===== config.mk =====
export PLATFORM = sky130hd
export DESIGN_NAME = rst_cause_log
export DESIGN_NICKNAME = d
export VERILOG_FILES = /design/src/rtl/rst_cause_log.sv
export SDC_FILE = /design/constraint.sdc
export NUM_CORES = 1
export LEC_CHECK = 0
export BUFFER_PORTS_ARGS = -buffer_cell sky130_fd_sc_hd__clkbuf_2
export CAP_MARGIN = 20
export CORE_ASPECT_RATIO = 1.1
export CORE_UTILIZATION = 34
export DETAILED_ROUTE_END_ITERATION = 12
export GPL_TIMING_DRIVEN = 0
export PLACE_DENSITY = 0.95
export SYNTH_ARGS = -nofsm -noshare
export SYNTH_HDL_FRONTEND = slang
export SYNTH_SLANG_ARGS = --single-unit

===== constraint.sdc =====
create_clock -name clk -period 1.7 [get_ports clk]
set_clock_uncertainty 0.05 [all_clocks]
set_input_delay 0.34 -clock clk [delete_from_list [all_inputs] [get_ports clk]]
set_output_delay 0.34 -clock clk [all_outputs]
set_load 0.02 [all_outputs]

===== src/rtl/rst_cause_log.sv =====
module rst_cause_log #(
  parameter int unsigned ADDR_W  = 8,
  parameter int unsigned REG_OFF = 8
) (
  input  logic              clk,
  input  logic              por_n,
  input  logic [3:0]        warm_req,
  input  logic [ADDR_W-1:0] bus_addr,
  input  logic              bus_we,
  input  logic [31:0]       bus_wdata,
  output logic [31:0]       bus_rdata
);

  localparam int unsigned NSRC = 4;
  localparam int unsigned FPOS [0:NSRC-1] = '{9, 5, 4, 1};
  localparam logic [31:0] RSV_MASK = 32'hFFFF_FDC8;

  logic [NSRC-1:0] req_q;
  logic [NSRC-1:0] flag_q;
  logic [NSRC-1:0] rel;
  logic            cold_q;
  logic            spare_q;
  logic            hit;
  logic            wr_hit;
  logic [31:0]     word;

  assign hit    = (bus_addr == ADDR_W'(REG_OFF));
  assign wr_hit = hit && bus_we;
  assign rel    = req_q & ~warm_req;

  always_ff @(posedge clk or negedge por_n)
    if (!por_n) req_q <= '0;
    else        req_q <= warm_req;

  for (genvar i = 0; i < NSRC; i++) begin : g_src
    always_ff @(posedge clk or negedge por_n)
      if (!por_n)                              flag_q[i] <= 1'b0;
      else if (rel[i])                         flag_q[i] <= 1'b1;
      else if (wr_hit && bus_wdata[FPOS[i]])   flag_q[i] <= 1'b0;


    flag_set_chk: assert property (@(posedge clk) disable iff (!por_n)
      rel[i] |=> bus_rdata[FPOS[i]] || !hit);

    flag_sticky_chk: assert property (@(posedge clk) disable iff (!por_n)
      flag_q[i] && !(wr_hit && bus_wdata[FPOS[i]]) |=> flag_q[i]);

    flag_quiet_chk: assert property (@(posedge clk) disable iff (!por_n)
      !flag_q[i] && !rel[i] |=> !flag_q[i]);
  end

  always_ff @(posedge clk or negedge por_n)
    if (!por_n)                        cold_q <= 1'b1;
    else if (wr_hit && bus_wdata[0])   cold_q <= 1'b0;

  always_ff @(posedge clk or negedge por_n)
    if (!por_n)      spare_q <= 1'b0;
    else if (wr_hit) spare_q <= bus_wdata[2];

  assign word = {22'b0, flag_q[0], 3'b0, flag_q[1], flag_q[2], 1'b0,
                 spare_q, flag_q[3], cold_q};
  assign bus_rdata = hit ? word : 32'b0;


  rsv_zero_chk: assert property (@(posedge clk) disable iff (!por_n)
    (bus_rdata & RSV_MASK) == 32'b0);

  miss_zero_chk: assert property (@(posedge clk) disable iff (!por_n)
    !hit |-> bus_rdata == 32'b0);

  cold_quiet_chk: assert property (@(posedge clk) disable iff (!por_n)
    !cold_q |=> !cold_q);

endmodule


After elaboration in Yosys (flattened, before gate mapping)
Index checks and enable logic that the tools add are counted.

Memory bits (writable): 0. Latch bits: 0. Memories: 0. Output and inout bits: 32. Logic and storage cells: 29. Register bits after elaboration: 10. Memory bits (read-only): 0. Bits of input ports: 47.

Eq/ne operators: 1. Shift-type cells: 0. Mux-type cells: 9. Reductions and logical operators: 10. Bitwise logic cells: 2. Multipliers: 0. Div/mod/pow operators: 0. Add/subtract/negate cells: 0. $lt $le $gt $ge: 0.

Operators with widths (count): $mux W10 (1); $eq A8 B4 Y1 const B (1); $mux W1 (8); $reduce_bool A2 Y1 (4); $logic_and A1 B1 Y1 (6); $and A4 B4 Y4 (1); $not A4 Y4 (1).

Logic depth before layout (Yosys ltp)
Gate-level depths: netlist (run 1).

Depth in word-level cells: 5. Mapped depth: 4.

Worst setup path after synthesis (run 1)
OpenSTA, ideal clock, no wires.

Path type: input to output. Start: input bus_addr[5]. End: output bus_rdata[0]. Required time: 1310 ps. Data arrival time: 1064 ps. Path buffers: 1. Cell stages on the path: 3. Path slack: 246 ps. Path through: nor4_2 buf_4 and3_1.

Longest elaborated chain between the ends: 2.

RTL lines: start: declaration (line 8) `input logic [ADDR_W-1:0] bus_addr,`; $eq A8 B4 Y1 (line 27) `assign hit = (bus_addr == ADDR_W'(REG_OFF));`; $mux W10 (line 62) `assign bus_rdata = hit ? word : 32'b0;`; end: declaration (line 11) `output logic [31:0] bus_rdata`.

No other way between the ends.

Final worst setup path (run 1)
Start: input bus_addr[5]. End: output bus_rdata[2].

The elaborated chain is that of the path after synthesis.

==> results by group, run 1 <==
Status
  – Outcome: complete, but fails checks
  – Failing checks: design-rule violations

Clock tree
  – Clock latency on the worst-skew pair: 260 ps
  – Root buffer cell: clkbuf_4
  – # clock sinks: 10
  – Clock Path Buffers: 2
  – Clock transition at path regs: 70 ps
  – Htree depth: 1
  – CTS tree: done
  – Inserted Clock Buffers: 3

Finish
  – Finished Cell Area: 978 um^2
  – Area of the multi-input gates: 255 um^2
  – Fill cells: 159
  – Diodes inserted: 0
  – Nets@finish: 171
  – P&R area growth vs syn: 52.4%
  – Share of cells above drive strength 1: a little over half
  – FF/Latch Area: 251 um^2

Logic synthesis
  – Synth Register Bits: 10
  – Yosys warns: 0
  – Synth unique cells: 13
  – Mapped Area: between 600 and 700 um^2
  – Synthesized instance count: 63
  – Register area share after synthesis: 39.2%
  – Syn Area/Cell: 10.2 um^2

Timing
  – Setup ws final: 66.6 ps
  – RSZ-0062 raised after global routing: false
  – Tcrit/Tclk final: 96.1%
  – Fin. max-slew vios: 0
  – Fin Setup TNS: 0 ps
  – WHS: 148 ps
  – Tmin final: roughly 1600 ps
  – Final setup viols: 0
  – Final hold violation count: 0
  – Highest clock rate: 612 MHz

Power
  – Pwr Total: 0.605 mW
  – Internal power: 0.442 mW
  – Peak supply drop: 283 uV
  – Power per standard cell area: 619 mW/mm^2
  – Clock Power Share: 34.7%
  – Sw frac: 27.0%
  – Combinational Power Share: 24.6%
  – Sequential Power Share: 40.7%
  – P_sw: 0.164 mW
  – Leakage: roughly 0.61 nW

Critical path
  – Startpoint types: input port
  – Worst Setup End Kind: output pin
  – CP cell instances: clkbuf_2 -> nor4_2 -> buf_4 -> and3_1 -> buf_2
  – Crit path kind: input port to output pin
  – CP required: approximately 1300 ps
  – Crit path DAT: around 1200 ps
  – Slowest stage cell, crit path: nor4_2
  – CP Max Fanout: 8
  – Max incr delay on CP: 310 ps

Route
  – Via-to-Cell Ratio: 3.93
  – Via Count: 554
  – Starting DRT DRC Count: 16
  – Routed Antenna Nets: 0
  – DRC Markers: 14
  – DRT Pass-1 Iters: 8
  – Final wirelength: 1260 um
  – WL/cell: 8.90 um

Global routing
  – Vias in the first global route: 421
  – Initial antenna violation count: 0
  – First-pass GRT wire length: ~1700 um
  – Gr usage total: 11.9%
  – Grt ovf: 0
  – Largest net degree at the start of global routing: 11

Placed design
  – DP HPWL: 1070 um
  – PortBufs: 26
  – Dpl ws: 9.65 ps
  – Placement Cell Area: 888 um^2
  – Routability Congestion: 0.664

Worst hold path
  – HP Class: input port to flop

Die
  – Placeable Area: 0.00178 mm^2
  – Die width: 43.4 um
  – Initial core utilization: 36.0%
  – Chip Height: around 48 um
  – Placement Rows: 16
  – I/O pins: 79
  – Full die area: 0.00207 mm^2

Flow run
  – MaxCap Viol Count: 0
state kept, by name, indices dropped and copies added, names as in the netlist:
name     cells
cold_q       1
spare_q      1
flag_q       4
req_q        4
logic make-up after synthesis:
kind of cell | count (synthesis) | share of synthesized area [%]
other cells | 1 | 0.584
buf+inv | 33 | 35.7
simple gates | 13 | 16.2
mux | 1 | 1.75
compound gates | 5 | 6.63
flops | 10 | 39.2
metal layers:
layer,GRT usage [%],part of all wire (%),vias up
li1,-,-,278
met1,15.0,39,242
met2,19.1,50,34
met3,2.26,11,0
met4,7.50,0,0
met5,0,0,-
layout make-up:
| type | count | share of cell area [%] |
|---|---|---|
| clock buffers | 4 | 3.71 |
| repair buffers | 31 | 18.4 |
| inverters | 5 | 1.92 |
| flip-flops and latches | 10 | 25.7 |
| plain buffers | 28 | 21.9 |
| multi-input cells | 45 | 26.1 |
| well taps | 18 | 2.30 |
placed cells by master (no fill, tap or decap):
master	synthesis	routed
nor4_2	1	1
inv_1	5	5
clkbuf_8	0	1
buf_4	28	35
dfstp_2	1	1
conb_1	1	26
o21a_1	1	1
buf_6	0	1
nor4b_4	1	1
clkbuf_4	0	3
nand4_1	4	4
a22o_1	4	4
clkbuf_2	0	20
buf_2	0	2
nand3_1	1	1
mux2_2	1	1
dfrtp_1	9	9
dlygate4sd3_1	0	1
and3_1	6	6
final timing paths:
kind | cells past startpoint | slack, ps | to | start
worst max-delay path | 5 | 70 | bus_rdata[2] | bus_addr[5]
max in group asynchronous | 2 | 910 | cold_q$_DFFE_PN1P_ | por_n
worst min-delay path | 1 | 150 | req_q[3]$_DFF_PN0_ | warm_req[3]
worst max register to register | 1 | 910 | spare_q$_DFFE_PN0N_ | spare_q$_DFFE_PN0N_
min in group asynchronous | 2 | 430 | req_q[3]$_DFF_PN0_ | por_n
worst min register to register | 1 | 410 | cold_q$_DFFE_PN1P_ | cold_q$_DFFE_PN1P_
metrics by stage:
step	std cells	util [%]
floorplan	88	-
global placement	132	49.9
detailed placement	132	49.9
CTS	137	52.5
global route	141	54.9
finish	141	54.9
worst max-delay path, delay by kind of cell:
family / cells / cell delay (ps)
AND/OR/NAND/NOR: 2 / 450
buffers and inverters: 3 / 450
power groups by stage:
stage / clock [mW] / sequential [mW] / combinational (mW)
after floorplan: 0 / 0.250 / 0.107
after global placement: 0 / 0.250 / 0.139
after detailed placement: 0 / 0.251 / 0.141
after CTS: 0.216 / 0.246 / 0.144
after global routing: 0.233 / 0.246 / 0.162
final: 0.210 / 0.246 / 0.149
what timing repair did:
item	4_1_cts	5_1_grt
setup buffers	0	4
gates resized for setup	0	11
endpoints found under the setup margin	0	6
hold buffers	1	0
hold endpoints to repair	9	0
Yosys cell counts, drive strengths merged:
library cell,n,area share [%]
a22o,4,5.5
nand4,4,3.9
nor4b,1,3.7
dfrtp,9,35
o21a,1,1.2
conb,1,0.58
nand3,1,0.78
nor4,1,1.9
inv,5,2.9
dfstp,1,4.1
buf,28,33
mux2,1,1.8
and3,6,5.8
Power figures use the tool's default switching activity.
==> run 2: changes to the inputs <==
==> config.mk (replaced) <==
export PLATFORM = sky130hd
export DESIGN_NAME = rst_cause_log
export DESIGN_NICKNAME = d
export VERILOG_FILES = /design/src/rtl/rst_cause_log.sv
export SDC_FILE = /design/constraint.sdc
export NUM_CORES = 1
export LEC_CHECK = 0
export CAP_MARGIN = 20
export CORE_AREA = 3 3 40 42
export DETAILED_ROUTE_END_ITERATION = 12
export DIE_AREA = 0 0 43 45
export DONT_BUFFER_PORTS = 1
export GPL_TIMING_DRIVEN = 0
export PLACE_DENSITY = 0.75
export SYNTH_ARGS = -nofsm -noshare
export SYNTH_HDL_FRONTEND = slang
export SYNTH_SLANG_ARGS = --single-unit
==> run 2 against run 1 <==
Net effect:
- the run now ends clean
- clock power fell by 22%
- combinational power decreased by 21%
- register-to-register slack about the same
- die area is 6.3% lower
- sequential share of layout area is 6.1 points higher
- total power is 13% lower
==> results by group, run 2 (same netlist as run 1, synthesis figures left out) <==
Status
  – Outcome: completed

Flow run
  – MaxCap Viol Count: 0 (unchanged)

Global routing
  – Met1 Track Usage GR: 11.8% (-3.1 points)
  – Global route hottest layer: met2
  – GR Util met2: 20.1% (+0.97 points)
  – Grt ovf: 0 (unchanged)
  – Vias in the first global route: 392 (-6.9%)
  – Largest net degree at the start of global routing: 11 (unchanged)
  – Grt met3 use: 4.78% (+2.5 points)
  – Initial antenna violation count: 0 (unchanged)
  – Gr usage total: 11.7% (-0.19 points)
  – First-pass GRT wire length: 1660 um (-3.7%)

Clock tree
  – Clock Path Buffers: 2 (unchanged)
  – Inserted Clock Buffers: 3 (unchanged)
  – CTS tree: done
  – Clock transition at path regs: 60 ps (about the same)
  – Htree depth: 1 (unchanged)
  – # clock sinks: 10 (unchanged)
  – Root buffer cell: clkbuf_4
  – Cts repair resizes: 0 (unchanged)
  – Clock latency on the worst-skew pair: 260 ps (about the same)

Finish
  – Diodes inserted: 0 (unchanged)
  – Share of cells above drive strength 1: 37.6% (-16 points)
  – Nets@finish: 141 (-18%)
  – Largest regs: flag_q (4), req_q (4)
  – Fill cells: 123 (-23%)
  – Most common cell after layout, fill and taps aside: buf_4
  – Most frequent cells in the layout: buf_4 (28), conb_1 (26), dfrtp_1 (9), and3_1 (6), inv_1 (5)
  – P&R area growth vs syn: 23.2%
  – Area of the multi-input gates: 255 um^2 (unchanged)
  – FF/Latch Area: 251 um^2 (unchanged)
  – Layout Utilization: 61.5% (+6.6 points)
  – Post-route insts no fill: 108 (-23%)

Critical path
  – Startpoint types: input port
  – Delay-heaviest family, CP: simple AND/OR/NAND/NOR gates
  – Worst path bufs/invs: 1 (-2)
  – R2r startpoint: spare_q$_DFFE_PN0N_
  – Critical path depth in cells: 3 (-2)
  – CP Max Fanout: 10 (+2)
  – CP startpoint: bus_addr[5]
  – CP required: 1310 ps (about the same)
  – Max incr delay on CP: 300 ps (about the same)
  – FF-to-FF path depth: 1 (unchanged)
  – Crit path kind: input port to output pin
  – Crit path DAT: 1160 ps (-80 ps)
  – CP cell instances: nor4_2 -> buf_4 -> and3_1
  – Worst Setup End Kind: output pin
  – Reg2reg end: spare_q$_DFFE_PN0N_
  – Reg2Reg Setup Slack: 910 ps (about the same)
  – Slowest stage cell, crit path: nor4_2

Route
  – Via-to-Cell Ratio: 4.04 (+2.7%)
  – Final wirelength: 1130 um (-9.7%)
  – DRT Pass-1 Iters: 4 (-4)
  – Routed Antenna Nets: 0 (unchanged)
  – WL/cell: 10.5 um (+18%)
  – Starting DRT DRC Count: 5 (-11)
  – DRC Markers: 0 (-14)
  – Via Count: 436 (-21%)

Timing
  – Highest clock rate: 646 MHz (+5.6%)
  – Fin Setup TNS: 0 ps (unchanged)
  – Final setup viols: 0 (unchanged)
  – Final hold violation count: 0 (unchanged)
  – Tmin final: 1550 ps (-86.6 ps)
  – Tcrit/Tclk final: 91.0% (-5.1 points)
  – Setup ws final: 153 ps (+86.6 ps)
  – Fin. max-slew vios: 0 (unchanged)
  – RSZ-0062 raised after global routing: false

Die
  – Full die area: 0.00194 mm^2 (-6.3%)
  – I/O pins: 79 (unchanged)
  – Chip Height: 45 um (-5.4%)
  – Die width: 43 um (-0.98%)
  – Placeable Area: 0.00128 mm^2 (-28%)
  – Initial core utilization: 50.0% (+14 points)
  – Placement Rows: 13 (-3)

Placed design
  – Dpl ws: 152 ps (+142 ps)
  – PortBufs: 0 (-100%)
  – Post-Place Cells: 103 (-22%)
  – DP HPWL: 941 um (-12%)
  – Routability Congestion: 0.592 (-11%)

Worst hold path
  – HP Class: input port to flop
  – Hold endpoint: req_q[2]$_DFF_PN0_
  – Worst hold path depth: 0 (-1)
  – Hold Crit Start: warm_req[2]

Power
  – Sw frac: 27.4% (+0.35 points)
  – Combinational Power Share: 22.2% (-2.4 points)
  – Power per standard cell area: 667 mW/mm^2 (+7.8%)
  – Peak supply drop: 519 uV (+84%)
  – Sequential Power Share: 46.7% (+6.0 points)
  – Clock Power Share: 31.1% (-3.6 points)
  – Leakage: 0.468 nW (-24%)
  – P_sw: 0.144 mW (-12%)
  – Internal power: 0.383 mW (-13%)
==> run 2: changes by cell type in the layout (fill, tap and decap cells not counted), sizes merged <==
cell    previous run  this run
buf               38        28
clkbuf            24         4
==> run 2: metrics by stage <==
step	total power, mW	hold slack [ps]	cell area (um^2)
after floorplan	0.357	-5.59	736
after global placement	0.359	-5.33	754
after detailed placement	0.359	-5.34	754
after CTS	0.539	38.9	791
after global routing	0.552	40.9	791
final	0.527	55.6	791
==> run 2: layout make-up <==
class                           instances  area share (%)
Sequential cell                        10            31.8
Buffer                                 28            26.6
Tap cell                               15            2.37
Multi-Input combinational cell         45            32.3
Clock buffer                            4            3.32
Inverter                                5            2.37
Timing Repair Buffer                    1            1.27
==> run 2: power by group through the flow <==
stage	Combinational (mW)	Clock [mW]	Sequential, mW
detailed placement	0.109	0	0.251
global placement	0.108	0	0.250
finish	0.117	0.164	0.246
global route	0.127	0.178	0.246
floorplan	0.107	0	0.250
CTS	0.115	0.178	0.246
==> run 2: routing by layer <==
layer / vias to the layer above / routed length, um
met4: 0 / 0
li1: 219 / -
met3: 0 / 202
met1: 181 / 379
met2: 36 / 552
met5: - / 0
==> run 2: worst max path at each step <==
stage                         to  slack (ps)
finish              bus_rdata[1]         150
global route        bus_rdata[1]          50
CTS                 bus_rdata[1]         150
detailed placement  bus_rdata[1]         150
global placement    bus_rdata[0]         160
floorplan           bus_rdata[0]         250
==> run 2: timing repair <==
action,4_1_cts,5_1_grt
hold endpoints to repair,10,0
buffers inserted,0,0
hold buffers,1,0
setup endpoints to repair,0,0
==> run 3: changes to the inputs <==
--- a/config.mk
+++ b/config.mk
@@ -5,6 +5,7 @@
 export SDC_FILE = /design/constraint.sdc
 export NUM_CORES = 1
 export LEC_CHECK = 0
+export ABC_AREA = 1
 export CAP_MARGIN = 20
 export CORE_AREA = 3 3 40 42
 export DETAILED_ROUTE_END_ITERATION = 12
==> run 3 against run 2 <==
Net effect:
- cell count up 20%
- clock power up 2%
- sequential power about the same
- maximum frequency up 1.0%
- count of clock-buffer cells in the layout unchanged
- global-route usage down 1.2 points
- largest cell class is now registers
- largest power group unchanged
==> results by group, run 3 <==
Critical path
  – CP required: 1310 ps (about the same)
  – R2r startpoint: cold_q$_DFFE_PN1P_
  – Worst Setup End Kind: output pin
  – Crit path kind: input port to output pin
  – CP Max Fanout: 8 (-2)
  – Reg2Reg Setup Slack: 970 ps (+60 ps)
  – Startpoint types: input port
  – Reg2reg end: cold_q$_DFFE_PN1P_
  – Crit path DAT: 1140 ps (-20 ps)
  – FF-to-FF path depth: 2 (+1)
  – CP startpoint: bus_addr[7]

Finish
  – Largest regs: flag_q (4), req_q (4)
  – P&R area growth vs syn: 23.1%
  – Most frequent cells in the layout: buf_4 (26), conb_1 (26), nand2_1 (18), inv_1 (12), nor2_1 (10)
  – Share of cells above drive strength 1: 27.8% (-9.8 points)
  – Fill cells: 126 (+2.4%)
  – Finished Cell Area: 795 um^2 (+0.47%)
  – Nets@finish: 163 (+16%)
  – Diodes inserted: 0 (unchanged)

Timing
  – Highest clock rate: 653 MHz (+1.0%)
  – Final hold violation count: 0 (unchanged)
  – Fin Setup TNS: 0 ps (unchanged)
  – Fin. max-slew vios: 0 (unchanged)
  – Tcrit/Tclk final: 90.1% (-0.92 points)
  – RSZ-0062 raised after global routing: false
  – WHS: 52.3 ps (-3.30 ps)
  – Tmin final: 1530 ps (-15.7 ps)
  – Final setup viols: 0 (unchanged)
  – Setup ws final: 169 ps (+15.7 ps)

Logic synthesis
  – Most common cell in the netlist: buf_4
  – Post-synthesis xor/xnor area fraction: 0% (unchanged)
  – Post-synthesis compound-gate area fraction: 0% (-6.6 points)
  – Number of flops mapped to enable cells by yosys: 0 (unchanged)
  – Post-synth top area cell: dfrtp_1
  – Mux cell area share after synthesis: 0% (-1.8 points)
  – Yosys warns: 0 (unchanged)
  – Async S/R FF share, synth: 100% (unchanged)
  – Syn Area/Cell: 7.60 um^2 (-25%)
  – Top cells by area, synth: dfrtp_1 (35%), buf_4 (30%), nand2_1 (10%)
  – Synth Register Bits: 10 (unchanged)
  – Synth cell count leaders: buf_4 (26), nand2_1 (18), inv_1 (12), nor2_1 (10), dfrtp_1 (9)
  – Synthesized instance count: 85 (+35%)
  – Simple-gate share of the synthesized area: 22.7% (+6.5 points)
  – Register area share after synthesis: 39.0% (-0.23 points)
  – Largest family of logic cells by synthesized area: buffers and inverters
  – Synth unique cells: 10 (-3)
  – Post-Synth Adder-Cell Area: 0% (unchanged)
  – Synth Flop Type: dfrtp_1
  – Share of the synthesized area in the top cell type: 34.9% (-0.20 points)
  – Mapped Area: 646 um^2 (+0.58%)

Route
  – DRC Markers: 0 (unchanged)
  – Starting DRT DRC Count: 12 (+7)
  – Via-to-Cell Ratio: 3.68 (-8.7%)
  – Via Count: 479 (+9.9%)
  – Routed Antenna Nets: 0 (unchanged)
  – DRT Pass-1 Iters: 4 (unchanged)
  – WL/cell: 8.58 um (-18%)
  – Final wirelength: 1120 um (-1.6%)

Clock tree
  – Root buffer cell: clkbuf_4
  – Clock transition at path regs: 60 ps (about the same)
  – Inserted Clock Buffers: 3 (unchanged)
  – # clock sinks: 10 (unchanged)
  – Clock latency on the worst-skew pair: 260 ps (about the same)
  – Setup bufs post-CTS: 0 (unchanged)
  – Htree depth: 1 (unchanged)
  – Clock Path Buffers: 2 (unchanged)
  – CTS tree: done
  – Hold-fix buffers, CTS: 1 (unchanged)
  – Cts repair resizes: 0 (unchanged)

Placed design
  – Placement Cell Area: 758 um^2 (+0.50%)
  – Routability Congestion: 0.694 (+17%)
  – Dpl ws: 148 ps (-4.34 ps)
  – PortBufs: 0 (unchanged)
  – DP HPWL: 960 um (+2.0%)

Die
  – Initial core utilization: 50.2% (+0.29 points)
  – Placeable Area: 0.00128 mm^2 (unchanged)
  – I/O pins: 79 (unchanged)
  – Die width: 43 um (unchanged)
  – Chip Height: 45 um (unchanged)
  – Placement Rows: 13 (unchanged)
  – Full die area: 0.00194 mm^2 (unchanged)

Power
  – Peak supply drop: 402 uV (-23%)
  – Leakage: 0.509 nW (+8.9%)
  – Power per standard cell area: 667 mW/mm^2 (about the same)

Global routing
  – Gr usage total: 10.5% (-1.2 points)
  – Vias in the first global route: 355 (-9.4%)
  – Grt ovf: 0 (unchanged)
  – Largest net degree at the start of global routing: 11 (unchanged)
  – Initial antenna violation count: 0 (unchanged)
  – First-pass GRT wire length: 1480 um (-11%)

Flow run
  – MaxCap Viol Count: 0 (unchanged)

Worst hold path
  – Worst hold path depth: 0 (unchanged)
  – Hold Crit Start: warm_req[3]
  – HP Class: input port to flop
  – Hold endpoint: req_q[3]$_DFF_PN0_

Status
  – Outcome: completed
run 3: changes by cell type in the layout (fill, tap and decap cells not counted), moves of 2 or more:
cell     change
nand2_1     +18
nand4_1      -4
nor2_1      +10
buf_4        -2
nand3_1      +5
a22o_1       -4
inv_1        +7
and3_1       -6
run 3: worst max-delay path by stage:
stage	endpoint	slack [ps]	depth (start not counted)
after global routing	bus_rdata[4]	70	5
final	bus_rdata[4]	170	5
after global placement	bus_rdata[9]	150	5
after detailed placement	bus_rdata[9]	150	5
after floorplan	bus_rdata[0]	260	5
after CTS	bus_rdata[0]	140	5
run 3: worst max-delay path, stage by stage:
cell,delay [ps]
nor2_1,80
nand2_1,90
nor2_4,200
inv_2,100
nor2_1,330
run 3: routing by layer:
metal	up-vias	share of wire, %	GRT usage [%]
li1	255	-	-
met3	0	17	4.78
met2	37	50	18.0
met1	187	33	10.8
met5	-	0	0
met4	0	0	5.42
run 3: cell type report:
type | instances | area, um^2 | share of cell area [%]
inverters | 13 | 48.8 | 6.14
plain buffers | 26 | 195 | 24.6
repair buffers | 1 | 10.0 | 1.26
clock buffers | 4 | 26.3 | 3.31
multi-input cells | 61 | 244 | 30.7
flip-flops and latches | 10 | 251 | 31.7
well taps | 15 | 18.8 | 2.36
run 3: power by group:
part           internal, mW  switching, mW  total, mW
Combinational        0.0459         0.0692      0.115
Sequential            0.244        0.00205      0.246
Clock                0.0906         0.0778      0.168
run 3: cell families after synthesis:
group	Yosys count
AND/OR/NAND/NOR	35
flip-flops	10
buffers and inverters	39
other	1
run 3: per-stage QoR:
stage               total power [mW]  utilization, %  cells
floorplan                      0.356               -    110
global placement               0.357            59.0    125
detailed placement             0.357            59.0    125
CTS                            0.537            61.8    130
global route                   0.560            61.8    130
finish                         0.530            61.8    130
